File: src/rtl/iarr_pkg.sv
package iarr_pkg;
  localparam int NUM_OPS = 4;

  function automatic int sum_width(input int data_w);
    return data_w + $clog2(NUM_OPS);
  endfunction

  function automatic int idx_width(input int count);
    return (count > 1) ? $clog2(count) : 1;
  endfunction
endpackage

File: src/rtl/iarr_rr_counter.sv
module iarr_rr_counter #(
  parameter int COUNT = 4,
  parameter int START = 0,
  localparam int IW = iarr_pkg::idx_width(COUNT)
) (
  input  logic          clk,
  input  logic          rst_n,
  output logic [IW-1:0] idx
);
  localparam logic [IW-1:0] LAST = IW'(COUNT - 1);
  localparam logic [IW-1:0] INIT = IW'(START);

  always_ff @(posedge clk or negedge rst_n) begin
    if (!rst_n) idx <= INIT;
    else if (idx == LAST) idx <= '0;
    else idx <= idx + 1'b1;
  end
endmodule

File: src/rtl/iarr_sum4_unit.sv
module iarr_sum4_unit #(
  parameter int DATA_W = 16,
  parameter int UNIT_LAT = 4,
  localparam int SW = iarr_pkg::sum_width(DATA_W),
  localparam int OPS = iarr_pkg::NUM_OPS,
  localparam int CW = $clog2(UNIT_LAT + 1)
) (
  input  logic              clk,
  input  logic              rst_n,
  input  logic              load,
  input  logic              load_valid,
  input  logic [OPS*DATA_W-1:0] load_ops,
  output logic              res_valid,
  output logic [SW-1:0]     res_sum,
  output logic              busy
);
  localparam logic [CW-1:0] FINAL = CW'(UNIT_LAT - 1);

  logic [OPS*DATA_W-1:0] ops_q;
  logic                  tag_q;
  logic [CW-1:0]         step_q;
  logic [SW-1:0]         sum_c;

  // Slow path: allowed UNIT_LAT-1 clocks from operand capture to result.
  always_comb begin
    sum_c = '0;
    for (int i = 0; i < OPS; i++)
      sum_c = sum_c + SW'(ops_q[i*DATA_W +: DATA_W]);
  end

  always_ff @(posedge clk or negedge rst_n) begin
    if (!rst_n) begin
      ops_q     <= '0;
      tag_q     <= 1'b0;
      step_q    <= '0;
      res_valid <= 1'b0;
      res_sum   <= '0;
    end else if (load) begin
      ops_q  <= load_ops;
      tag_q  <= load_valid;
      step_q <= CW'(1);
    end else if (step_q != '0) begin
      if (step_q == FINAL) begin
        res_sum   <= sum_c;
        res_valid <= tag_q;
        step_q    <= '0;
      end else begin
        step_q <= step_q + 1'b1;
      end
    end
  end

  assign busy = (step_q != '0);
endmodule

File: src/rtl/iarr_result_mux.sv
module iarr_result_mux #(
  parameter int COUNT = 4,
  parameter int SW = 18,
  localparam int IW = iarr_pkg::idx_width(COUNT)
) (
  input  logic                clk,
  input  logic                rst_n,
  input  logic [IW-1:0]       sel,
  input  logic [COUNT-1:0]    vld_vec,
  input  logic [COUNT*SW-1:0] sum_vec,
  output logic                out_valid,
  output logic [SW-1:0]       out_sum
);
  logic          pick_v;
  logic [SW-1:0] pick_s;

  always_comb begin
    pick_v = 1'b0;
    pick_s = '0;
    for (int i = 0; i < COUNT; i++) begin
      if (sel == IW'(i)) begin
        pick_v = vld_vec[i];
        pick_s = sum_vec[i*SW +: SW];
      end
    end
  end

  always_ff @(posedge clk or negedge rst_n) begin
    if (!rst_n) begin
      out_valid <= 1'b0;
      out_sum   <= '0;
    end else begin
      out_valid <= pick_v;
      out_sum   <= pick_s;
    end
  end
endmodule

File: src/rtl/iarr_interleave_top.sv
module iarr_interleave_top #(
  parameter int NUM_UNITS = 4,
  parameter int UNIT_LAT = 4,
  parameter int DATA_W = 16,
  localparam int SW = iarr_pkg::sum_width(DATA_W),
  localparam int IW = iarr_pkg::idx_width(NUM_UNITS),
  localparam int OPS = iarr_pkg::NUM_OPS
) (
  input  logic              clk,
  input  logic              rst_n,
  input  logic              in_valid,
  input  logic [DATA_W-1:0] in_a,
  input  logic [DATA_W-1:0] in_b,
  input  logic [DATA_W-1:0] in_c,
  input  logic [DATA_W-1:0] in_d,
  output logic              out_valid,
  output logic [SW-1:0]     out_sum
);
  // The output pointer trails dispatch by UNIT_LAT slots, modulo NUM_UNITS.
  localparam int OUT_START = (NUM_UNITS - (UNIT_LAT % NUM_UNITS)) % NUM_UNITS;

  logic [IW-1:0]            isel;
  logic [IW-1:0]            osel;
  logic [NUM_UNITS-1:0]     load_vec;
  logic [NUM_UNITS-1:0]     busy_vec;
  logic [NUM_UNITS-1:0]     rvld_vec;
  logic [NUM_UNITS*SW-1:0]  rsum_vec;
  logic [OPS*DATA_W-1:0]    ops_flat;

  assign ops_flat = {in_d, in_c, in_b, in_a};

  iarr_rr_counter #(.COUNT(NUM_UNITS), .START(0)) u_dispatch_ptr (
    .clk(clk), .rst_n(rst_n), .idx(isel)
  );

  iarr_rr_counter #(.COUNT(NUM_UNITS), .START(OUT_START)) u_collect_ptr (
    .clk(clk), .rst_n(rst_n), .idx(osel)
  );

  for (genvar u = 0; u < NUM_UNITS; u++) begin : g_unit
    assign load_vec[u] = (isel == IW'(u));

    iarr_sum4_unit #(.DATA_W(DATA_W), .UNIT_LAT(UNIT_LAT)) u_unit (
      .clk(clk),
      .rst_n(rst_n),
      .load(load_vec[u]),
      .load_valid(in_valid),
      .load_ops(ops_flat),
      .res_valid(rvld_vec[u]),
      .res_sum(rsum_vec[u*SW +: SW]),
      .busy(busy_vec[u])
    );
  end

  iarr_result_mux #(.COUNT(NUM_UNITS), .SW(SW)) u_out_mux (
    .clk(clk),
    .rst_n(rst_n),
    .sel(osel),
    .vld_vec(rvld_vec),
    .sum_vec(rsum_vec),
    .out_valid(out_valid),
    .out_sum(out_sum)
  );
endmodule

File: config.mk
export PLATFORM = sky130hd
export DESIGN_NAME = iarr_interleave_top
export DESIGN_NICKNAME = d
export VERILOG_FILES = /design/src/rtl/iarr_pkg.sv /design/src/rtl/iarr_rr_counter.sv /design/src/rtl/iarr_sum4_unit.sv /design/src/rtl/iarr_result_mux.sv /design/src/rtl/iarr_interleave_top.sv
export SDC_FILE = /design/constraint.sdc
export NUM_CORES = 1
export LEC_CHECK = 0
export ABC_AREA = 1
export BUFFER_PORTS_ARGS = -buffer_cell sky130_fd_sc_hd__buf_2
export CAP_MARGIN = 20
export CORE_AREA = 2 2 201 203
export CTS_CLUSTER_DIAMETER = 150
export CTS_CLUSTER_SIZE = 28
export DETAILED_ROUTE_END_ITERATION = 16
export DIE_AREA = 0 0 203 205
export PLACE_DENSITY = 0.72
export SYNTH_ARGS = -nofsm -noshare
export SYNTH_HDL_FRONTEND = slang
export SYNTH_HIERARCHICAL = 1
export SYNTH_SLANG_ARGS = --single-unit
File: constraint.sdc
create_clock -name clk -period 3.9 [get_ports clk]
set_input_delay 0 -clock clk [delete_from_list [all_inputs] [get_ports clk]]
set_output_delay 0 -clock clk [all_outputs]
set_load 0.01 [all_outputs]
==> flow_summary.json <==
{
  "core-area_sq_mm": 0.03937,
  "worst_hold_slack_ns": 0.0005156,
  "path_cells": "inv_1 -> fa_1 -> inv_1 -> fa_1 -> ha_1 -> fa_1 -> nand2_1 -> nand2_1 -> and2_4 -> xnor2_1 -> o21ai_0",
  "syn_area_sq_mm": 0.02143,
  "synth_cells": 2568,
  "die_area_sq_mm": 0.04162,
  "cpMostUsedCell": "fa_1",
  "initial_core_util_pct": 54.44,
  "wl_per_cell_um": 17.29,
  "syn_to_final_growth_pct": 9.009,
  "drt_iter0_markers": 1129,
  "ys_ff_latch": 371,
  "synth_cell_types": 38,
  "pre_cts_slack_ns": 0.9286,
  "status": "completed",
  "h-tree-depth": 1,
  "rsz0062_at_grt": "false",
  "tightest_slew_ns": 0.8347,
  "cts_setup_buffers": 0,
  "clk_path_buf_depth": 3,
  "grt_max_degree": 142,
  "worst-path-max-fanout": 3,
  "holdBufCountCts": 66,
  "cts.sinks": 371,
  "nNetsFinal": 2945,
  "slew-limit-headroom_pct": 44.35,
  "postLayoutCellArea_sq_mm": 0.02336,
  "max_freq_mhz": 333.2,
  "power_w": 0.01083,
  "vias_per_cell": 5.198,
  "yosysMostFrequentCell": "nand2_1",
  "ir_drop_mv": 0.2872,
  "wl_um": 55390,
  "finalHoldViolCount": 0,
  "fin_skew_ns": 0.02584,
  "dp_hpwl_um": 42420,
  "cts_resized": 0,
  "dr.pass1.iters": 6,
  "power.density_mw_per_mm2": 463.7,
  "tns_ns": 0,
  "synth_top_cell_area_share_pct": 43.32,
  "slew_violations": 0,
  "cts_tree": "yes",
  "ys_seq_area_share_pct": 43.32,
  "num_rows": 73,
  "yosysTopAreaCell": "dfrtp_1",
  "postPlaceCellArea_sq_mm": 0.02222,
  "cap_violations": 0,
  "drcViolationCount": 0,
  "gp_congestion": 0.9647,
  "gr-usage-all-layers_pct": 27.60,
  "clk_pin_slew_ns": 0.12,
  "clk_latency_ns": 0.55,
  "ff2ff_path_depth": 11,
  "critical_path.max_stage_delay_ns": 0.54,
  "cp-start-kind": "flip-flop",
  "grt_pass1_wl_um": 89250,
  "grt_overflow_total": 0,
  "synth_warnings": 6,
  "ioPinCount": 86,
  "worstPathArrival_ns": 3.42,
  "fin_crit_sh_pct": 76.96,
  "synth_edf_count": 0,
  "die_w_um": 203,
  "setup_viol": 0,
  "fin_crit_ns": 3.001,
  "synth_area_leaders": "dfrtp_1 (43%), nand2_1 (14%), fa_1 (12%)",
  "finalWorstSetupSlack_ns": 0.8987,
  "syn_area_per_cell_sq_um": 8.345,
  "final_antenna_net_count": 0,
  "grt_pass1_vias": 16643,
  "cts-root-buf": "clkbuf_16",
  "synth_common_cells": "nand2_1 (775), inv_1 (508), dfrtp_1 (371)",
  "synthesis.nets": 2841,
  "ff2ff_setup_slack_ns": 0.90,
  "async_reset_ff_share_pct": 100.0,
  "worst_path_max_delay_cell": "fa_1",
  "r2r-end": "g_unit[3].u_unit/res_sum[5]$_DFFE_PN0P_",
  "die_h_um": 205,
  "leakagePower_nw": 12.24,
  "regToRegStartpoint": "g_unit[3].u_unit/ops_q[1]$_DFFE_PN0P_",
  "vias": 16650,
  "required_ns": 4.32,
  "drive_above_1_share_pct": 6.400,
  "port-buffer-count": 85,
  "cts_buffers": 17,
  "synth_flop_cell": "dfrtp_1",
  "antenna_found_initial": 9,
  "critPathKind": "reg2reg",
  "worst_hold_path_type": "in2async",
  "endpoint_kind": "flip-flop"
}
-- critical path, delay by kind of cell, from the launching register on --
family          cells  cell delay, ns
compound gates      1            0.12
xor+xnor            1            0.25
fa+ha+maj           4            1.70
buf+inv             2            0.11
flops               1            0.34
simple gates        3            0.35
-- logic make-up (layout without fill, tap and decap cells) --
| family | count (synthesis) | count (layout) | synth area share, % |
|---|---|---|---|
| XOR/XNOR | 19 | 19 | 0.7765 |
| adder cells (fa/ha/maj) | 206 | 206 | 16.51 |
| AND/OR/NAND/NOR | 1045 | 1045 | 20.43 |
| buffers and inverters | 609 | 713 | 11.49 |
| flip-flops | 371 | 371 | 43.32 |
| AO/OA/AOI/OAI | 318 | 318 | 7.467 |
| other | 0 | 6 | 0 |
-- report_power, final --
part / switching (W) / internal (W)
Clock: 0.00124 / 0.000812
Combinational: 0.00253 / 0.00148
Sequential: 0.000333 / 0.00443
-- metrics by stage --
step                utilization [%]  cells
floorplan                         -   2568
global placement              56.45   3112
detailed placement            56.45   3112
CTS                           59.30   3197
global route                  59.34   3203
finish                        59.34   3203
-- sequential cells by signal (all words and copies together), names as in the netlist --
register / cells
g_unit.u_unit/ops_q: 256
u_dispatch_ptr/idx: 2
u_out_mux/out_sum: 18
u_collect_ptr/idx: 2
u_out_mux/out_valid: 1
g_unit.u_unit/step_q: 12
g_unit.u_unit/res_sum: 72
g_unit.u_unit/res_valid: 4
g_unit.u_unit/tag_q: 4
-- worst max path at each step --
stage                                                from                                       end  slack [ns]  depth (start not counted)
floorplan           g_unit[3].u_unit/ops_q[1]$_DFFE_PN0P_   g_unit[3].u_unit/res_sum[7]$_DFFE_PN0P_        1.19                         13
global placement    g_unit[3].u_unit/ops_q[1]$_DFFE_PN0P_   g_unit[3].u_unit/res_sum[5]$_DFFE_PN0P_        0.97                         11
detailed placement  g_unit[3].u_unit/ops_q[1]$_DFFE_PN0P_   g_unit[3].u_unit/res_sum[5]$_DFFE_PN0P_        0.93                         11
CTS                 g_unit[3].u_unit/ops_q[1]$_DFFE_PN0P_   g_unit[3].u_unit/res_sum[5]$_DFFE_PN0P_        0.92                         11
global route        g_unit[3].u_unit/ops_q[1]$_DFFE_PN0P_  g_unit[3].u_unit/res_sum[15]$_DFFE_PN0P_        0.76                         14
finish              g_unit[3].u_unit/ops_q[1]$_DFFE_PN0P_   g_unit[3].u_unit/res_sum[5]$_DFFE_PN0P_        0.90                         11
-- layout by cell type, fill, tap and decap left out, drive strengths merged --
| cell type | netlist | layout |
|---|---|---|
| a21oi | 43 | 43 |
| a31oi | 1 | 1 |
| and2 | 5 | 5 |
| buf | 51 | 98 |
| clkbuf | 28 | 17 |
| clkinv | 2 | 4 |
| dfrtp | 371 | 371 |
| diode | 0 | 6 |
| dlygate4sd3 | 0 | 66 |
| fa | 128 | 128 |
| ha | 78 | 78 |
| inv | 528 | 528 |
| nand2 | 787 | 787 |
| nand3 | 136 | 136 |
| nand3b | 9 | 9 |
| nand4 | 24 | 24 |
| nor2 | 58 | 58 |
| nor3 | 16 | 16 |
| o21ai | 274 | 274 |
| or2 | 10 | 10 |
| xnor2 | 18 | 18 |
| xor2 | 1 | 1 |
-- cell type report --
class	count	area (sq um)
Sequential cell	371	9284
Timing Repair Buffer	164	1219
Antenna cell	6	15.01
Tap cell	525	656.9
Multi-Input combinational cell	1588	9707
Inverter	530	2016
Fill cell	3451	16010
Clock buffer	17	425.4
Clock inverter	2	38.79
-- routing by layer --
metal / vias up / GRT usage [%] / share of wire [%]
met5: - / 0 / 0.054
met4: 4 / 10.09 / 4.1
met3: 102 / 3.166 / 5.9
met2: 492 / 45.87 / 47
met1: 8099 / 37.71 / 43
li1: 7953 / - / -
No activity file was read; power rests on OpenSTA's default activity.
